### config.mk
export PLATFORM = sky130hd
export DESIGN_NAME = link_detect_ctrl
export DESIGN_NICKNAME = d
export VERILOG_FILES = /design/src/rtl/ldc_pkg.sv /design/src/rtl/lane_exit_detect.sv /design/src/rtl/dwell_timer.sv /design/src/rtl/detect_seq.sv /design/src/rtl/link_detect_ctrl.sv
export SDC_FILE = /design/constraint.sdc
export NUM_CORES = 1
export LEC_CHECK = 0
export BUFFER_PORTS_ARGS = -buffer_cell sky130_fd_sc_hd__clkbuf_2
export CORE_AREA = 2 2 67 75
export CTS_CLUSTER_DIAMETER = 60
export DETAILED_ROUTE_END_ITERATION = 16
export DIE_AREA = 0 0 69 77
export PLACE_DENSITY = 0.48
export SYNTH_ARGS = -nofsm -noshare
export SYNTH_HDL_FRONTEND = slang
export SYNTH_SLANG_ARGS = --single-unit
### constraint.sdc
create_clock -name clk -period 2.15 [get_ports clk]
set_input_delay 0.43 -clock clk [delete_from_list [all_inputs] [get_ports clk]]
set_output_delay 0.43 -clock clk [all_outputs]
set_load 0.05 [all_outputs]
### src/rtl/ldc_pkg.sv
package ldc_pkg;

  typedef enum logic [1:0] {
    ST_QUIET  = 2'b00,
    ST_ACTIVE = 2'b01,
    ST_POLL   = 2'b10
  } det_state_e;

  localparam int unsigned TIMEOUT_US = 12000;

  // minimum quiet dwell in microseconds for each 2-bit code
  function automatic int unsigned min_dwell_us(input logic [1:0] code);
    case (code)
      2'b01:   return 100;
      2'b10:   return 1000;
      2'b11:   return 2000;
      default: return 0;
    endcase
  endfunction

endpackage

### src/rtl/lane_exit_detect.sv
module lane_exit_detect #(
  parameter int LANES = 4
) (
  input  logic [LANES-1:0] eidle_i,
  input  logic [LANES-1:0] lane_en_i,
  output logic             exit_any_o
);

  logic [LANES-1:0] seen_idle;

  // an unassigned lane is forced to read as idle
  for (genvar g = 0; g < LANES; g++) begin : g_lane
    assign seen_idle[g] = eidle_i[g] | ~lane_en_i[g];
  end

  assign exit_any_o = ~(&seen_idle);

endmodule

### src/rtl/dwell_timer.sv
module dwell_timer #(
  parameter int CLK_FREQ_MHZ = 1
) (
  input  logic       clk,
  input  logic       rst,
  input  logic       stay_i,
  input  logic [1:0] code_i,
  output logic       min_met_o,
  output logic       timed_out_o
);
  import ldc_pkg::*;

  localparam int unsigned TIMEOUT_CYC = TIMEOUT_US * CLK_FREQ_MHZ;
  localparam int          CNT_W       = $clog2(TIMEOUT_CYC);
  localparam int unsigned LAST        = TIMEOUT_CYC - 1;

  logic [CNT_W-1:0] cnt_q;
  logic [CNT_W-1:0] min_cyc;

  always_comb begin
    min_cyc = CNT_W'(min_dwell_us(code_i) * CLK_FREQ_MHZ);
  end

  // one counter serves both the minimum and the timeout
  always_ff @(posedge clk) begin
    if (rst)                                cnt_q <= '0;
    else if (stay_i && cnt_q != CNT_W'(LAST)) cnt_q <= cnt_q + 1'b1;
    else if (!stay_i)                       cnt_q <= '0;
  end

  assign min_met_o   = (cnt_q >= min_cyc);
  assign timed_out_o = (cnt_q == CNT_W'(LAST));

  AST_CNT_BOUND: assert property (@(posedge clk) disable iff (rst)
    cnt_q <= CNT_W'(LAST));

  AST_TIMEOUT_HAS_MIN: assert property (@(posedge clk) disable iff (rst)
    timed_out_o |-> min_met_o);

endmodule

### src/rtl/detect_seq.sv
module detect_seq (
  input  logic              clk,
  input  logic              rst,
  input  logic              restart_i,
  input  logic              exit_any_i,
  input  logic              min_met_i,
  input  logic              timed_out_i,
  input  logic              done_i,
  input  logic              present_i,
  output ldc_pkg::det_state_e state_o,
  output logic              req_o,
  output logic              adv_o,
  output logic              stay_o
);
  import ldc_pkg::*;

  det_state_e state_q, nxt;
  logic       req_q, adv_q;

  always_comb begin
    nxt = state_q;
    case (state_q)
      ST_QUIET:  if (timed_out_i || (min_met_i && exit_any_i)) nxt = ST_ACTIVE;
      ST_ACTIVE: if (done_i) nxt = present_i ? ST_POLL : ST_QUIET;
      ST_POLL:   nxt = ST_POLL;
      default:   nxt = ST_QUIET;
    endcase
    if (restart_i) nxt = ST_QUIET;
  end

  assign stay_o = (state_q == ST_QUIET) && (nxt == ST_QUIET) && !restart_i;

  always_ff @(posedge clk) begin
    if (rst) begin
      state_q <= ST_QUIET;
      req_q   <= 1'b0;
      adv_q   <= 1'b0;
    end else begin
      state_q <= nxt;
      req_q   <= (nxt == ST_ACTIVE);
      adv_q   <= (state_q == ST_ACTIVE) && done_i && present_i && !restart_i;
    end
  end

  assign state_o = state_q;
  assign req_o   = req_q;
  assign adv_o   = adv_q;

  AST_NO_EARLY_EXIT: assert property (@(posedge clk) disable iff (rst)
    (state_q == ST_QUIET && !min_met_i) |=> (state_q != ST_ACTIVE));

  AST_TIMEOUT_EXIT: assert property (@(posedge clk) disable iff (rst)
    (state_q == ST_QUIET && timed_out_i && !restart_i) |=> (state_q == ST_ACTIVE));

  AST_REQ_HOLD: assert property (@(posedge clk) disable iff (rst)
    (req_q && !done_i && !restart_i) |=> req_q);

  AST_FAIL_RETURN: assert property (@(posedge clk) disable iff (rst)
    (state_q == ST_ACTIVE && done_i && !present_i && !restart_i)
      |=> (state_q == ST_QUIET && !req_q));

  AST_ADV_PULSE: assert property (@(posedge clk) disable iff (rst)
    adv_q |=> !adv_q);

  AST_ADV_IN_POLL: assert property (@(posedge clk) disable iff (rst)
    adv_q |-> (state_q == ST_POLL));

  AST_POLL_STICKY: assert property (@(posedge clk) disable iff (rst)
    (state_q == ST_POLL && !restart_i) |=> (state_q == ST_POLL));

  AST_RESTART: assert property (@(posedge clk) disable iff (rst)
    restart_i |=> (state_q == ST_QUIET));

endmodule

### src/rtl/link_detect_ctrl.sv
module link_detect_ctrl #(
  parameter int LANES        = 4,
  parameter int CLK_FREQ_MHZ = 1
) (
  input  logic             clk,
  input  logic             rst,
  input  logic             restart_i,
  input  logic [LANES-1:0] eidle_i,
  input  logic [LANES-1:0] lane_en_i,
  input  logic [1:0]       min_code_i,
  input  logic             det_done_i,
  input  logic             rx_present_i,
  output logic [1:0]       state_o,
  output logic             det_req_o,
  output logic             advance_o
);
  import ldc_pkg::*;

  logic       exit_any, min_met, timed_out, stay;
  det_state_e st;

  lane_exit_detect #(.LANES(LANES)) u_mask (
    .eidle_i    (eidle_i),
    .lane_en_i  (lane_en_i),
    .exit_any_o (exit_any)
  );

  dwell_timer #(.CLK_FREQ_MHZ(CLK_FREQ_MHZ)) u_timer (
    .clk         (clk),
    .rst         (rst),
    .stay_i      (stay),
    .code_i      (min_code_i),
    .min_met_o   (min_met),
    .timed_out_o (timed_out)
  );

  detect_seq u_seq (
    .clk         (clk),
    .rst         (rst),
    .restart_i   (restart_i),
    .exit_any_i  (exit_any),
    .min_met_i   (min_met),
    .timed_out_i (timed_out),
    .done_i      (det_done_i),
    .present_i   (rx_present_i),
    .state_o     (st),
    .req_o       (det_req_o),
    .adv_o       (advance_o),
    .stay_o      (stay)
  );

  assign state_o = st;

  AST_REQ_MATCHES_ACTIVE: assert property (@(posedge clk) disable iff (rst)
    det_req_o == (state_o == 2'b01));

  AST_ONLY_ASSIGNED: assert property (@(posedge clk) disable iff (rst)
    (state_o == 2'b00 && ((~eidle_i & lane_en_i) == '0) && !timed_out && !restart_i)
      |=> (state_o != 2'b01));

endmodule

==> impl_metrics.env <==
export IMPL_yosys_area_top_type="dfxtp_1"
export IMPL_status="completed"
export IMPL_synth_area_leaders="dfxtp_1 (32%), ha_1 (17%), nor2_1 (6.8%)"
export IMPL_die_w_um=69
export IMPL_cts_resized_gates=0
export IMPL_leakagePower_nw=0.588
export IMPL_track_usage=0.0928
export IMPL_arrival_ns=2.10
export IMPL_worst_r2r_path_depth=7
export IMPL_regToRegStartpoint="u_timer.cnt_q[10]"
export IMPL_mostFrequentLayoutCells="nor2_1 (20), clkbuf_2 (18), dfxtp_1 (18)"
export IMPL_drv_cap=0
export IMPL_antenna_found_initial=0
export IMPL_htreeDepth=1
export IMPL_place_congestion=0.847
export IMPL_drt_first_pass_iters=4
export IMPL_worst_slew_pin_transition_ns=0.580
export IMPL_power_density_nw_per_um2=484
export IMPL_final_core_util=0.302
export IMPL_cts_buffers=3
export IMPL_clock_fmax_mhz=511
export IMPL_ys_warn_count=0
export IMPL_clock_sink_count=18
export IMPL_routed_wl_mm=2.27
export IMPL_worstHoldStart="restart_i"
export IMPL_io_buffer_count=18
export IMPL_clk_pin_slew_ns=0.06
export IMPL_wire_per_inst_um=10.8
export IMPL_avgSynthCellArea_um2=8.68
export IMPL_layout_commonest_cell="nor2_1"
export IMPL_hold_path_class="primary input to flip-flop"
export IMPL_num_io_pins=19
export IMPL_vias_per_cell=4.49
export IMPL_worstPathRequired_ns=2.29
export IMPL_clockRootBuffer="clkbuf_8"
export IMPL_relSlewSlack=0.603
export IMPL_fp_coreArea_um2=4550
export IMPL_hold_end="u_seq.state_o[1]"
export IMPL_die_height_um=77
export IMPL_syn_to_final_growth_pct=23.8
export IMPL_synthCells=128
export IMPL_drtAntennaViolNets=0
export IMPL_ys_ff_latch=18
export IMPL_cts_buffer_depth=2
export IMPL_die_area_um2=5310
export IMPL_final_max_slew_viol_count=0
export IMPL_grt_pass1_vias=903
export IMPL_grt_start_max_net_pins=13
export IMPL_rr_endpoint="u_timer.cnt_q[13]"
export IMPL_period_share=0.911
export IMPL_nets=186
export IMPL_drive_gt1_frac=0.219
export IMPL_overflow=0
export IMPL_startpoint_type="primary input"
export IMPL_rsz0062_at_grt="no"
export IMPL_fillerInstances=507
export IMPL_first_iter_violations=23
export IMPL_clk_insertion_delay_late_ns=0.25
export IMPL_cts_setup_buffers=0
export IMPL_synthesis_nets=158
export IMPL_initial_core_util=0.244
export IMPL_cts_hold_buf=0
export IMPL_setup_violations_final=0
export IMPL_hold_depth=2
export IMPL_crit_type="primary input to flip-flop"
export IMPL_report_final_hold_viol_count=0
export IMPL_grt_pass1_wl_mm=3.99
export IMPL_via_count=947
export IMPL_antennaDiodeCount=0
export IMPL_reg2reg_slack_ns=0.32
export IMPL_fin_crit_ns=1.96
export IMPL_dp_hpwl_mm=1.89
export IMPL_drc_errors=0
export IMPL_endpoint_kind="flip-flop"
export IMPL_fin_tns_setup_ns=0
export IMPL_fin_worst_skew_ns=0.00219
export IMPL_rows=26
export IMPL_tritoncts="built"
export IMPL_synth_cell_types=30
export IMPL_yosysSeqAreaShare=0.324
export IMPL_ir_drop_mv=0.158
export IMPL_synth_top_area_frac=0.324
export IMPL_cp_max_fo=4
export IMPL_synth_area_um2=1110
## synth_stat cells
library cell and count:
nor3_2 1, xnor2_1 8, a2111oi_0 1, and3_1 2, inv_1 14, o31a_1 2, nand4_2 1, nand4bb_1 1
or2_4 1, o311ai_1 1, mux2i_1 1, buf_6 1, nor4_4 1, nand4_1 2, nor3_1 5, nand3b_1 1
o221ai_1 1, nor4_1 2, dfxtp_1 18, a21oi_1 4, nand2_1 9, nand2b_1 3, nor2b_1 1, xor2_1 4
nor2_1 20, nand3_1 5, ha_1 15, nand3_2 1, o2111ai_1 1, nand4b_1 1
## critical path, cell delays in order
cell,delay [ns]
clkbuf_2,0.10
inv_1,0.07
ha_1,0.27
inv_1,0.04
ha_1,0.28
nand3_1,0.09
a21oi_1,0.05
o311ai_2,0.28
nand2_1,0.18
o31a_1,0.31
## per-layer routing
layer,GRT usage,wire (µm),vias up
li1,-,-,489
met1,0.117,1100,426
met2,0.146,1010,28
met3,0.0223,114,4
met4,0.0471,42,0
met5,0,0,-
## how the worst max path moves through the flow
stage | end | cells after the start | slack, ns | start
finish | u_seq.state_o[0] | 10 | 0.19 | min_code_i[1]
global route | u_seq.state_o[0] | 10 | 0.09 | min_code_i[0]
CTS | u_timer.cnt_q[13] | 11 | 0.09 | min_code_i[1]
detailed placement | u_timer.cnt_q[13] | 11 | -0.17 | min_code_i[1]
global placement | u_timer.cnt_q[0] | 11 | -0.08 | min_code_i[1]
floorplan | u_seq.req_o | 9 | 0.07 | min_code_i[1]
## cells by family after synthesis
kind of cell	Yosys count	share of synthesized area
muxes	1	0.00901
adders and majority gates	15	0.169
DFF	18	0.324
xor gates and xnor gates	12	0.0946
buffers and inverters	15	0.0574
AOI/OAI and AO/OA	10	0.0653
and+or+nand+nor	57	0.280
## flip-flops by register name (all words and copies together), names as in the netlist
signal / count
u_seq.adv_o: 1
u_seq.req_o: 1
u_seq.state_o: 2
u_timer.cnt_q: 14
## cell type report
type | instances | area (µm²) | share of cell area
clock buffer | 4 | 55.1 | 0.0400
tap | 56 | 70.1 | 0.0510
timing repair buffer | 24 | 135 | 0.0983
multi-input combinational | 95 | 702 | 0.510
inverter | 14 | 52.6 | 0.0382
sequential | 18 | 360 | 0.262
## power by group
group	total, mW	internal [mW]	switching, mW
sequential	0.337	0.335	0.00194
combinational	0.0611	0.0298	0.0314
clock	0.267	0.162	0.105
total	0.666	0.528	0.138
## per-stage QoR
| stage | hold slack, ns | total power, mW | cells | worst slack, ns | cell area [µm²] |
|---|---|---|---|---|---|
| 4_1_cts | 0.368 | 0.677 | 211 | 0.0931 | 1360 |
| 3_3_place_gp | 0.469 | 0.402 | 207 | -0.0791 | 1310 |
| 3_5_place_dp | 0.464 | 0.405 | 207 | -0.170 | 1310 |
| 2_1_floorplan | 0.437 | 0.378 | 128 | 0.0704 | 1110 |
| 5_1_grt | 0.368 | 0.707 | 211 | 0.0877 | 1380 |
| 6_report | 0.378 | 0.666 | 211 | 0.192 | 1380 |
(Power assumes the default switching activity.)
